`config.mk`:
```
export PLATFORM = sky130hd
export DESIGN_NAME = feedlock_wdt
export DESIGN_NICKNAME = d
export VERILOG_FILES = /design/src/rtl/wdt_feed_pkg.sv /design/src/rtl/wdt_feed_seq.sv /design/src/rtl/wdt_count.sv /design/src/rtl/wdt_ctrl_reg.sv /design/src/rtl/feedlock_wdt.sv
export SDC_FILE = /design/constraint.sdc
export NUM_CORES = 1
export LEC_CHECK = 0
export BUFFER_PORTS_ARGS = -buffer_cell sky130_fd_sc_hd__clkbuf_2
export CAP_MARGIN = 20
export CORE_MARGIN = 2
export CORE_UTILIZATION = 40
export CTS_CLUSTER_DIAMETER = 60
export DETAILED_ROUTE_END_ITERATION = 16
export SLEW_MARGIN = 20
export SYNTH_ARGS = -nofsm -noshare
export SYNTH_HDL_FRONTEND = slang
export SYNTH_SLANG_ARGS = --single-unit
```
`constraint.sdc`:
```
create_clock -name clk -period 3.2 [get_ports clk]
set_input_delay 0 -clock clk [delete_from_list [all_inputs] [get_ports clk]]
set_output_delay 0 -clock clk [all_outputs]
set_load 0.01 [all_outputs]
```
`src/rtl/wdt_feed_pkg.sv`:
```
package wdt_feed_pkg;

  localparam int WORD_W = 32;

  localparam logic [7:0] KEY_ARM  = 8'hA5;
  localparam logic [7:0] KEY_FIRE = 8'h5A;

  localparam int OFF_CTRL = 0;
  localparam int OFF_FEED = 4;

  localparam int B_RUN   = 8;
  localparam int B_IFLAG = 9;
  localparam int B_IEN   = 10;
  localparam int B_REN   = 11;
  localparam int B_RFLAG = 31;

  typedef struct packed {
    logic       rflag;
    logic       ren;
    logic       ien;
    logic       iflag;
    logic       run;
    logic [3:0] rcode;
    logic [3:0] icode;
  } ctrl_t;

  // Last counter value before a period of 2^(31-shift-code) expires.
  function automatic logic [31:0] last_count(input logic [3:0] code, input int shift);
    int         e;
    logic [31:0] one;
    e   = 31 - shift - int'(code);
    one = 32'd1;
    return (one << e) - 32'd1;
  endfunction

  function automatic logic [31:0] ctrl_word(input ctrl_t c);
    logic [31:0] w;
    w          = '0;
    w[3:0]     = c.icode;
    w[7:4]     = c.rcode;
    w[B_RUN]   = c.run;
    w[B_IFLAG] = c.iflag;
    w[B_IEN]   = c.ien;
    w[B_REN]   = c.ren;
    w[B_RFLAG] = c.rflag;
    return w;
  endfunction

endpackage

```
`src/rtl/wdt_feed_seq.sv`:
```
module wdt_feed_seq
  import wdt_feed_pkg::*;
(
  input  logic       clk,
  input  logic       rst_n,
  input  logic       wr_feed,
  input  logic [7:0] wr_byte,
  output logic       feed_ok
);

  logic armed_q;

  assign feed_ok = wr_feed && armed_q && (wr_byte == KEY_FIRE);

  always_ff @(posedge clk or negedge rst_n) begin
    if (!rst_n) begin
      armed_q <= 1'b0;
    end else if (wr_feed) begin
      armed_q <= (wr_byte == KEY_ARM);
    end
  end

endmodule

```
`src/rtl/wdt_count.sv`:
```
module wdt_count
  import wdt_feed_pkg::*;
#(
  parameter int EXP_SHIFT = 0,
  parameter int CNT_W     = 32 - EXP_SHIFT
) (
  input  logic             clk,
  input  logic             rst_n,
  input  logic             run,
  input  logic             rst_en,
  input  logic [3:0]       int_code,
  input  logic [3:0]       rst_code,
  input  logic             restart_sw,
  output logic [CNT_W-1:0] cnt,
  output logic             int_hit,
  output logic             rst_hit
);

  logic [31:0] int_last;
  logic [31:0] rst_last;
  logic        unused_hi;

  assign int_last  = last_count(int_code, EXP_SHIFT);
  assign rst_last  = last_count(rst_code, EXP_SHIFT);
  assign unused_hi = ^{int_last, rst_last};

  assign int_hit = run && (cnt == int_last[CNT_W-1:0]);
  assign rst_hit = run && rst_en && (cnt == rst_last[CNT_W-1:0]);

  always_ff @(posedge clk or negedge rst_n) begin
    if (!rst_n) begin
      cnt <= '0;
    end else if (!run || rst_hit || restart_sw) begin
      cnt <= '0;
    end else begin
      cnt <= cnt + 1'b1;
    end
  end

endmodule

```
`src/rtl/wdt_ctrl_reg.sv`:
```
module wdt_ctrl_reg
  import wdt_feed_pkg::*;
(
  input  logic        clk,
  input  logic        rst_n,
  input  logic        wr_ctrl,
  input  logic [31:0] wdata,
  input  logic        int_hit,
  input  logic        rst_hit,
  output ctrl_t       ctrl
);

  logic unused_wd;
  assign unused_wd = ^wdata[30:12];

  always_ff @(posedge clk or negedge rst_n) begin
    if (!rst_n) begin
      ctrl <= '0;
    end else begin
      if (wr_ctrl) begin
        ctrl.icode <= wdata[3:0];
        ctrl.rcode <= wdata[7:4];
        ctrl.run   <= wdata[B_RUN];
        ctrl.ien   <= wdata[B_IEN];
        ctrl.ren   <= wdata[B_REN];
      end
      if (int_hit) begin
        ctrl.iflag <= 1'b1;
      end else if (wr_ctrl && !wdata[B_IFLAG]) begin
        ctrl.iflag <= 1'b0;
      end
      if (rst_hit) begin
        ctrl.rflag <= 1'b1;
      end else if (wr_ctrl && !wdata[B_RFLAG]) begin
        ctrl.rflag <= 1'b0;
      end
    end
  end

endmodule

```
`src/rtl/feedlock_wdt.sv`:
```
module feedlock_wdt
  import wdt_feed_pkg::*;
#(
  parameter int EXP_SHIFT = 0,
  parameter int ADDR_W    = 4
) (
  input  logic              clk,
  input  logic              rst_n,
  input  logic [ADDR_W-1:0] bus_addr,
  input  logic              bus_we,
  input  logic [31:0]       bus_wdata,
  output logic [31:0]       bus_rdata,
  output logic              irq_o,
  output logic              reset_req_o
);

  localparam int CNT_W = 32 - EXP_SHIFT;

  logic             sel_ctrl;
  logic             sel_feed;
  logic             ctrl_wr;
  logic             feed_wr;
  logic             feed_ok;
  logic             int_hit;
  logic             rst_hit;
  logic [CNT_W-1:0] cnt;
  ctrl_t            ctrl;
  logic             req_q;

  assign sel_ctrl = (bus_addr == ADDR_W'(OFF_CTRL));
  assign sel_feed = (bus_addr == ADDR_W'(OFF_FEED));
  assign ctrl_wr  = bus_we && sel_ctrl;
  assign feed_wr  = bus_we && sel_feed;

  wdt_feed_seq feed_i (
    .clk     (clk),
    .rst_n   (rst_n),
    .wr_feed (feed_wr),
    .wr_byte (bus_wdata[7:0]),
    .feed_ok (feed_ok)
  );

  wdt_count #(
    .EXP_SHIFT (EXP_SHIFT),
    .CNT_W     (CNT_W)
  ) count_i (
    .clk        (clk),
    .rst_n      (rst_n),
    .run        (ctrl.run),
    .rst_en     (ctrl.ren),
    .int_code   (ctrl.icode),
    .rst_code   (ctrl.rcode),
    .restart_sw (feed_ok),
    .cnt        (cnt),
    .int_hit    (int_hit),
    .rst_hit    (rst_hit)
  );

  wdt_ctrl_reg regs_i (
    .clk     (clk),
    .rst_n   (rst_n),
    .wr_ctrl (ctrl_wr),
    .wdata   (bus_wdata),
    .int_hit (int_hit),
    .rst_hit (rst_hit),
    .ctrl    (ctrl)
  );

  always_ff @(posedge clk or negedge rst_n) begin
    if (!rst_n) begin
      req_q <= 1'b0;
    end else begin
      req_q <= rst_hit;
    end
  end

  assign bus_rdata   = sel_ctrl ? ctrl_word(ctrl) : '0;
  assign irq_o       = ctrl.iflag && ctrl.ien;
  assign reset_req_o = req_q;

endmodule

```
-- After elaboration in Yosys (flattened, before gate mapping)
Cells that the tools add are included.
- register bits: 47
- input bits: 39
- output and inout port bits: 34
- logic and storage cells: 46
- add/subtract/negate cells: 5
- eq/ne operators: 5
- shifts and indexed selects: 2
- mux-type cells: 6
- reductions and logical operators: 18
- operators by type and width (kind ; count):
    32-bit == test ; 2
    32-bit two-way mux ; 2
    1-bit by 32-bit left shift with 32-bit output (first input constant) ; 2
    32-bit by 1-bit subtractor with 32-bit output (second input constant) ; 2
    32-bit by 1-bit adder with 32-bit output (second input constant) ; 1
    5-bit by 4-bit subtractor with 6-bit output (first input constant) ; 2
    1-bit logical AND ; 10
    8-bit by 7-bit == test with 1-bit output (second input constant) ; 1
    8-bit == test (second input constant) ; 1
    4-bit by 3-bit == test with 1-bit output (second input constant) ; 1
    4-bit logical NOT ; 1
    1-bit two-way mux ; 4
    2-bit nonzero test ; 2
    1-bit logical NOT ; 3
    1-bit logical OR ; 2

-- Depth between registers and ports, before layout
Gate-level depths: netlist of the first run.
- depth after elaboration: 8
- gate-level depth with buffers: 12
- depth with buffers taken out: 8

-- Modules after synthesis
A second synthesis of the first run with hierarchy kept.
- cells, all modules: 418
- area, all modules: 3732.3 µm²
- modules (own cells, without submodules) (module ; instances ; cells an instance ; area each (µm²) ; sequential area each (µm²)):
    wdt_count ; 1 ; 339 ; 2797.7 ; 800.8
    wdt_ctrl_reg ; 1 ; 29 ; 525.5 ; 325.3
    feedlock_wdt ; 1 ; 41 ; 307.8 ; 25.0
    wdt_feed_seq ; 1 ; 9 ; 101.3 ; 25.0

-- Worst setup path after synthesis of the first run
Ideal clock, no wire load.
- path kind: register to register
- start: reg regs_i.ctrl[7] (netlist name)
- end: reg count_i.cnt[11]
- setup time: 0.134 ns
- arrival: 2.708 ns
- data required time: 3.066 ns
- slack: 0.358 ns
- cell stages (with the launch flop): 13
- buffers on the path: 4
- period minus slack after synthesis: 2.842 ns
- cell sequence: dfrtp_1 -> buf_2 -> buf_2 -> nand4b_1 -> ha_1 -> buf_4 -> xor2_1 -> xnor2_1 -> a2111oi_2 -> o2111ai_1 -> nor4_4 -> buf_6 -> nor3_1
- word-level cells in the longest chain between the ends: 8
- ends and longest elaborated chain (element ; RTL line ; text):
    5-bit by 4-bit subtractor with 6-bit output ; wdt_feed_pkg.sv:31 ; e = 31 - shift - int'(code);
    1-bit by 32-bit left shift with 32-bit output ; wdt_feed_pkg.sv:33 ; return (one << e) - 32'd1;
    32-bit by 1-bit subtractor with 32-bit output ; wdt_feed_pkg.sv:33 ;
    32-bit == test ; wdt_count.sv:28 ; assign rst_hit = run && rst_en && (cnt == rst_last[CNT_W-1:0]);
    1-bit logical AND ; wdt_count.sv:28 ;
    1-bit logical OR (2 in series) ; wdt_count.sv:33 ; end else if (!run || rst_hit || restart_sw) begin
    32-bit two-way mux ; wdt_count.sv:33 ;
    to (signal assigned) ; wdt_count.sv:36 ; cnt <= cnt + 1'b1;
    to (decl) ; wdt_count.sv:14 ; output logic [CNT_W-1:0] cnt,
Every way passes these cells.
A chain may end at the register's enable or synchronous reset.

-- Worst setup path in the final report of the first run
- start: reg regs_i.ctrl[5] (netlist name)
- end: reg count_i.cnt[15]
- word-level cells in the longest chain between the ends: 8
- ends and longest elaborated chain (element ; RTL line):
    5-bit by 4-bit subtractor with 6-bit output ; wdt_feed_pkg.sv:31
    1-bit by 32-bit left shift with 32-bit output ; wdt_feed_pkg.sv:33
    32-bit by 1-bit subtractor with 32-bit output ; wdt_feed_pkg.sv:33
    32-bit == test ; wdt_count.sv:28
    1-bit logical AND ; wdt_count.sv:28
    1-bit logical OR (2 in series) ; wdt_count.sv:33
    32-bit two-way mux ; wdt_count.sv:33
Every way passes these cells.

==> results of run 1 <==
synthesized netlist by cell type (4+ instances only):
cell type	n	area, um^2
sky130_fd_sc_hd__mux2_2	11	124
sky130_fd_sc_hd__nor3_1	30	150
sky130_fd_sc_hd__inv_1	5	18.8
sky130_fd_sc_hd__and4_1	6	52.6
sky130_fd_sc_hd__nand3_1	19	95.1
sky130_fd_sc_hd__nand4_1	16	100
sky130_fd_sc_hd__nand4b_1	7	61.3
sky130_fd_sc_hd__xnor2_1	20	175
sky130_fd_sc_hd__o21ai_0	15	75.1
sky130_fd_sc_hd__xor2_1	22	193
sky130_fd_sc_hd__o31ai_1	4	30.0
sky130_fd_sc_hd__nor3b_1	8	60.1
sky130_fd_sc_hd__and2_1	16	100
sky130_fd_sc_hd__a21oi_1	8	40.0
sky130_fd_sc_hd__buf_4	20	150
sky130_fd_sc_hd__nor2_1	18	67.6
sky130_fd_sc_hd__and3_1	11	68.8
sky130_fd_sc_hd__nor2b_1	4	25.0
sky130_fd_sc_hd__nand2_1	18	67.6
sky130_fd_sc_hd__clkbuf_1	21	78.8
sky130_fd_sc_hd__dfrtp_1	47	1180
sky130_fd_sc_hd__buf_2	7	35.0
sky130_fd_sc_hd__nand2b_1	5	31.3
power groups by stage:
stage | combinational [W] | clock (W) | sequential [W]
6_report | 0.000424 | 0.000470 | 0.000730
5_1_grt | 0.000473 | 0.000506 | 0.000743
4_1_cts | 0.000425 | 0.000489 | 0.000728
3_5_place_dp | 0.000410 | 0 | 0.000740
3_3_place_gp | 0.000403 | 0 | 0.000738
2_1_floorplan | 0.000383 | 0 | 0.000676
cells by family (layout without fill, tap and decap cells):
family	Yosys count	count (layout)	synth area share, %
AOI/OAI and AO/OA	51	51	10.1
and+or+nand+nor	175	175	30.1
xor gates and xnor gates	42	42	10.7
buffers and inverters	58	70	9.44
adders and majority gates	3	3	1.09
other	1	19	0.109
muxes	13	13	4.19
DFF	47	47	34.3
worst min-delay path, cell delays in order:
cell and delay, ns:
sky130_fd_sc_hd__clkbuf_2 0.09, sky130_fd_sc_hd__nand3_1 0.13, sky130_fd_sc_hd__o21ai_0 0.11
layout make-up:
cell class | count | area share (%)
clock buffer | 6 | 2.15
clock inverter | 2 | 1.01
inverter | 5 | 0.489
multi-input combinational | 303 | 52.1
sequential | 47 | 30.6
tap | 105 | 3.42
timing repair buffer | 57 | 10.2
flip-flops by register name (all words and copies together), names as in the netlist:
signal	flops
count_i.cnt	32
reset_req_o	1
regs_i.ctrl	13
feed_i.armed_q	1
cell usage in the layout (no fill, tap or decap), types with 3 or more instances in the layout:
master / instances
sky130_fd_sc_hd__a311oi_1: 3
sky130_fd_sc_hd__dlygate4sd3_1: 14
sky130_fd_sc_hd__mux2_2: 11
sky130_fd_sc_hd__xor2_1: 22
sky130_fd_sc_hd__dfrtp_1: 47
sky130_fd_sc_hd__conb_1: 19
sky130_fd_sc_hd__nand4_1: 16
sky130_fd_sc_hd__clkbuf_8: 6
sky130_fd_sc_hd__nor2_1: 18
sky130_fd_sc_hd__xnor2_1: 20
sky130_fd_sc_hd__nand3_1: 19
sky130_fd_sc_hd__nor4bb_1: 3
sky130_fd_sc_hd__nand4b_1: 7
sky130_fd_sc_hd__nand2b_1: 5
sky130_fd_sc_hd__o2111ai_1: 3
sky130_fd_sc_hd__buf_4: 8
sky130_fd_sc_hd__nor2b_1: 4
sky130_fd_sc_hd__o21ai_0: 15
sky130_fd_sc_hd__a21oi_1: 8
sky130_fd_sc_hd__ha_1: 3
sky130_fd_sc_hd__nor3_1: 30
sky130_fd_sc_hd__inv_1: 5
sky130_fd_sc_hd__and2_1: 16
sky130_fd_sc_hd__and3_1: 11
sky130_fd_sc_hd__o31ai_1: 4
sky130_fd_sc_hd__nand2_1: 18
sky130_fd_sc_hd__and4_1: 6
sky130_fd_sc_hd__clkbuf_2: 34
sky130_fd_sc_hd__nor3b_1: 8
through the flow:
step                      setup WS [ns]  total power, W  std cells
after floorplan                   0.358         0.00106        408
after global placement            0.452         0.00114        503
after detailed placement          0.410         0.00115        503
after CTS                         0.392         0.00164        525
after global routing              0.187         0.00172        525
final                             0.419         0.00162        525
layer usage:
layer	vias to the layer above	wire, um
li1	1418	-
met1	1394	3700
met2	63	3690
met3	6	307
met4	0	68
met5	-	0
path summary, 6_finish.rpt:
check,from,end,slack [ns],cells past startpoint
hold / removal,bus_addr[2],feed_i.armed_q$_DFFE_PN0P_,0.07,3
setup / recovery,regs_i.ctrl[5]$_DFFE_PN0P_,count_i.cnt[15]$_DFF_PN0_,0.42,9
min in group asynchronous,rst_n,count_i.cnt[3]$_DFF_PN0_,0.33,3
max in group asynchronous,rst_n,regs_i.ctrl[11]$_DFFE_PN0P_,2.45,3
hold reg to reg,feed_i.armed_q$_DFFE_PN0P_,feed_i.armed_q$_DFFE_PN0P_,0.49,2
setup reg to reg,regs_i.ctrl[5]$_DFFE_PN0P_,count_i.cnt[15]$_DFF_PN0_,0.42,9
what timing repair did:
action                    in CTS  in global routing
setup buffers                  0                  0
hold endpoints to repair      60                  0
hold buffers                  14                  0
==> impl_metrics.json, run 1 <==
{
  "largest_net_degree_at_the_start_of_global_routing": 48,
  "cts_inserted_buffers": 5,
  "min_period_ns": 2.78,
  "pwr_density_cell_mw_per_mm2": 423,
  "power.switching_w": 0.000536,
  "final_setup_violating_endpoints": 0,
  "netlist-cell-type-count": 56,
  "timing.max_slew.rel_slack_pct": 41.1,
  "clock_sinks": 47,
  "vdd_ir_drop_max_mv": 0.203,
  "tightest_slew_ns": 0.876,
  "vias": 2881,
  "pin_count": 73,
  "grt_use_met3_pct": 2.02,
  "synth-warning-count": 0,
  "area_taken_by_multi_input_logic_gates_mm2": 0.00200,
  "finClkSkew_ns": 0.00798,
  "die-width_um": 96.6,
  "worst_min_delay_path_category": "input pin to register",
  "detail-route-antenna-nets": 0,
  "fin_hold_ws_ns": 0.0677,
  "grtUsageMet2_pct": 27.3,
  "cts_tree": "yes",
  "synth-seq-cells": 47,
  "gp_congestion": 0.841,
  "period_share_pct": 86.9,
  "routed_wl_um": 7770,
  "async_reset_ff_share_pct": 100,
  "finish.utilization_pct": 46.5,
  "grt_first_pass_wirelength_um": 13100,
  "route.detailed.vias_per_inst": 5.49,
  "buffer_ports.inserted": 34,
  "ys_dominant_reg_cell": "sky130_fd_sc_hd__dfrtp_1",
  "cts-root-buf": "sky130_fd_sc_hd__clkbuf_8",
  "synth.avg_cell_area_um2": 8.80,
  "worst_skew_pair.late_latency_ns": 0.30,
  "antennaDiodeCount": 0,
  "outcome": "complete, no violations",
  "cts_max_level": 2,
  "setup.worst_path.end_class": "register",
  "seq_area_mm2": 0.00118,
  "groute.layer.met1.usage_pct": 23.4,
  "power_frac_clock_pct": 28.9,
  "synth_enable_flop_cells": 0,
  "timing.final.hold_violations": 0,
  "comb_power_share_pct": 26.1,
  "critical_path_required_ns": 3.38,
  "synth.cell_area_mm2": 0.00343,
  "power.static_leakage_nw": 1.61,
  "critical_path_peak_fanout": 27,
  "final_nets": 461,
  "final.fill_count": 813,
  "rsz_0062_raised_after_global_routing": "no",
  "drv_slew": 0,
  "final_design_area_no_fill_mm2": 0.00384,
  "floorplan.die_area_mm2": 0.00934,
  "final_layout_size_suffix_gt1_share_pct": 16.4,
  "internal_power_w": 0.00109,
  "coreArea_mm2": 0.00826,
  "chipHeight_um": 96.6,
  "slowest_stage": "sky130_fd_sc_hd__dfrtp_1",
  "drv.max_cap_violation_count": 0,
  "grt_usage_pct": 16.6,
  "setup-tns-final_ns": 0,
  "globalRoute.busiestLayer": "met2",
  "post_synth_inst_count": 390,
  "crit_arrival_ns": 2.96,
  "sequentialPowerShare_pct": 44.9,
  "fp-row-count": 33,
  "worstSetupStartpointType": "register",
  "ctsLongestPathBuffers": 2,
  "clkTransAtPathRegs_ns": 0.09,
  "postCtsResizedCells": 0,
  "placed_cell_area_mm2": 0.00358,
  "floorplan.initialDensity_pct": 41.6,
  "number_of_global_route_vias_before_repair": 2611,
  "max_clock_freq_mhz": 360,
  "switching_fraction_pct": 33.0,
  "starting_drc_count_in_detailed_routing": 137,
  "worst-path-buf-inv": 1,
  "synthToLayoutAreaGrowth_pct": 11.9,
  "detailedPlacementHpwl_um": 5230,
  "post_drt_wl_per_cell_um": 14.8,
  "overflow": 0,
  "timing.critical_path.cells": "nand4_1 -> ha_1 -> xor2_1 -> xnor2_1 -> a2111oi_2 -> o2111ai_1 -> nor4_4 -> buf_12 -> nor3_1",
  "timing.critical_path.max_delay_family": "simple AND/OR/NAND/NOR gates",
  "detail_route.first_pass.iterations": 4,
  "synth_seq_area_share_pct": 34.3,
  "initial_antenna_violation_count": 0,
  "detail_route.drc_violations": 0,
  "cpPeakStageDelay_ns": 0.54,
  "criticalPathCategory": "register to register"
}
(Power assumes the default switching activity.)
==> inputs of run 2 (changes only) <==
Settings changed: PLACE_DENSITY_LB_ADDON set to 0.3.
Clock period 3.2 ns to 3.5 ns, I/O delays scaled along.
==> impl_metrics.json, run 2 (synthesized netlist as in run 1, its figures left out) <==
{
  "grt_first_pass_wirelength_um": 13600,
  "number_of_global_route_vias_before_repair": 2693,
  "worst_min_delay_path_category": "input pin to register",
  "globalRoute.busiestLayer": "met2",
  "detail_route.drc_violations": 0,
  "drv.max_cap_violation_count": 0,
  "fp-row-count": 33,
  "vdd_ir_drop_max_mv": 0.208,
  "rsz_0062_raised_after_global_routing": "no",
  "worst-path-buf-inv": 1,
  "clkTransAtPathRegs_ns": 0.09,
  "setup-tns-final_ns": 0,
  "setup.worst_path.end_class": "register",
  "die-width_um": 96.6,
  "max_clock_freq_mhz": 340,
  "final_layout_size_suffix_gt1_share_pct": 15.8,
  "floorplan.die_area_mm2": 0.00934,
  "criticalPathCategory": "register to register",
  "cts_tree": "yes",
  "grt_use_met3_pct": 2.17,
  "outcome": "complete, no violations",
  "chipHeight_um": 96.6,
  "largest_net_degree_at_the_start_of_global_routing": 48,
  "final_setup_violating_endpoints": 0,
  "coreArea_mm2": 0.00826,
  "seq_area_mm2": 0.00118,
  "gp_congestion": 0.800,
  "cts_inserted_buffers": 5,
  "critical_path_peak_fanout": 27,
  "vias": 2894,
  "fin_hold_ws_ns": 0.0432,
  "cts_post_setup_buffers_inserted": 0,
  "final_design_area_no_fill_mm2": 0.00378,
  "post_layout_cell_count": 523,
  "layout_common_cells": "47 x sky130_fd_sc_hd__dfrtp_1, 34 x sky130_fd_sc_hd__clkbuf_2, 30 x sky130_fd_sc_hd__nor3_1, 22 x sky130_fd_sc_hd__xor2_1, 20 x sky130_fd_sc_hd__xnor2_1",
  "detailedPlacementHpwl_um": 5280,
  "crit_arrival_ns": 3.12,
  "grt_usage_pct": 17.3,
  "detail_route.first_pass.iterations": 4,
  "cts-root-buf": "sky130_fd_sc_hd__clkbuf_8",
  "route.detailed.vias_per_inst": 5.53,
  "cts_max_level": 2,
  "critical_path_required_ns": 3.68,
  "worst_skew_pair.late_latency_ns": 0.30,
  "buffer_ports.inserted": 34,
  "area_taken_by_multi_input_logic_gates_mm2": 0.00200,
  "grtUsageMet2_pct": 27.4,
  "starting_drc_count_in_detailed_routing": 189,
  "layout_commonest_cell": "sky130_fd_sc_hd__dfrtp_1",
  "clock_sinks": 47,
  "routed_wl_um": 7840,
  "final.fill_count": 803,
  "detail-route-antenna-nets": 0,
  "pin_count": 73,
  "timing.final.hold_violations": 0,
  "cpPeakStageDelay_ns": 0.60,
  "drv_slew": 0,
  "groute.layer.met1.usage_pct": 24.3,
  "top_register": "count_i.cnt",
  "post_drt_wl_per_cell_um": 15.0,
  "antennaDiodeCount": 0,
  "slowest_stage": "sky130_fd_sc_hd__dfrtp_1",
  "final_nets": 459,
  "placed_cell_area_mm2": 0.00355,
  "overflow": 0,
  "timing.max_slew.rel_slack_pct": 45.5,
  "tightest_slew_ns": 0.811,
  "timing.critical_path.cells": "nand4_1 -> ha_1 -> xor2_1 -> xnor2_1 -> a2111oi_2 -> o2111ai_1 -> nor4_4 -> buf_4 -> nor3_1",
  "finClkSkew_ns": 0.00973,
  "worstSetupStartpointType": "register",
  "period_share_pct": 84.0,
  "initial_antenna_violation_count": 0,
  "ctsLongestPathBuffers": 2,
  "leading_registers_by_flop_count": "count_i.cnt x32, regs_i.ctrl x13",
  "largest_register_ff_count": 32,
  "floorplan.initialDensity_pct": 41.6,
  "min_period_ns": 2.94,
  "power.static_leakage_nw": 1.58,
  "pwr_density_cell_mw_per_mm2": 367,
  "timing.critical_path.max_delay_family": "flip-flops",
  "synthToLayoutAreaGrowth_pct": 10.2,
  "place_inst": 501
}
## run 2: final timing paths
check / startpoint / end / slack, ns / depth (start not counted)
max reg2reg: regs_i.ctrl[4]$_DFFE_PN0P_ / count_i.cnt[29]$_DFF_PN0_ / 0.56 / 9
min in group asynchronous: rst_n / count_i.cnt[6]$_DFF_PN0_ / 0.33 / 3
max: regs_i.ctrl[4]$_DFFE_PN0P_ / count_i.cnt[29]$_DFF_PN0_ / 0.56 / 9
max in group asynchronous: rst_n / regs_i.ctrl[7]$_DFFE_PN0P_ / 2.74 / 3
min reg2reg: feed_i.armed_q$_DFFE_PN0P_ / feed_i.armed_q$_DFFE_PN0P_ / 0.50 / 2
min: bus_addr[2] / feed_i.armed_q$_DFFE_PN0P_ / 0.04 / 3
## run 2: layout make-up
class                           count  share of cell area, %
Clock buffer                        6                   1.92
Clock inverter                      2                  0.430
Inverter                            5                  0.496
Multi-Input combinational cell    303                   53.0
Sequential cell                    47                   31.1
Tap cell                          105                   3.47
Timing Repair Buffer               55                   9.60
## run 2: timing repair
item	in CTS	in global routing
hold buffers	14	0
resized for setup	0	0
endpoints found under the hold margin	61	0
## run 2: worst min-delay path, cell delays in order
cell	delay [ns]
sky130_fd_sc_hd__clkbuf_2	0.09
sky130_fd_sc_hd__nand3_1	0.11
sky130_fd_sc_hd__o21ai_0	0.11
## run 2: routing by layer
metal	wire length, um	vias to the layer above
li1	-	1420
met1	3620	1372
met2	3670	88
met3	344	14
met4	199	0
met5	0	-
## run 2: where the power goes
part	leakage (nW)	switching (W)	internal, W
Sequential	0.634	0.000107	0.000581
Clock	0.0418	0.000193	0.000144
Combinational	0.904	0.000190	0.000172
## run 2: stage by stage
step / setup WS, ns / util, % / power (W)
6_report: 0.559 / 45.8 / 0.00139
5_1_grt: 0.264 / 45.8 / 0.00149
4_1_cts: 0.551 / 45.8 / 0.00139
3_5_place_dp: 0.564 / 43.0 / 0.00104
3_3_place_gp: 0.546 / 43.0 / 0.00103
2_1_floorplan: 0.658 / - / 0.000969
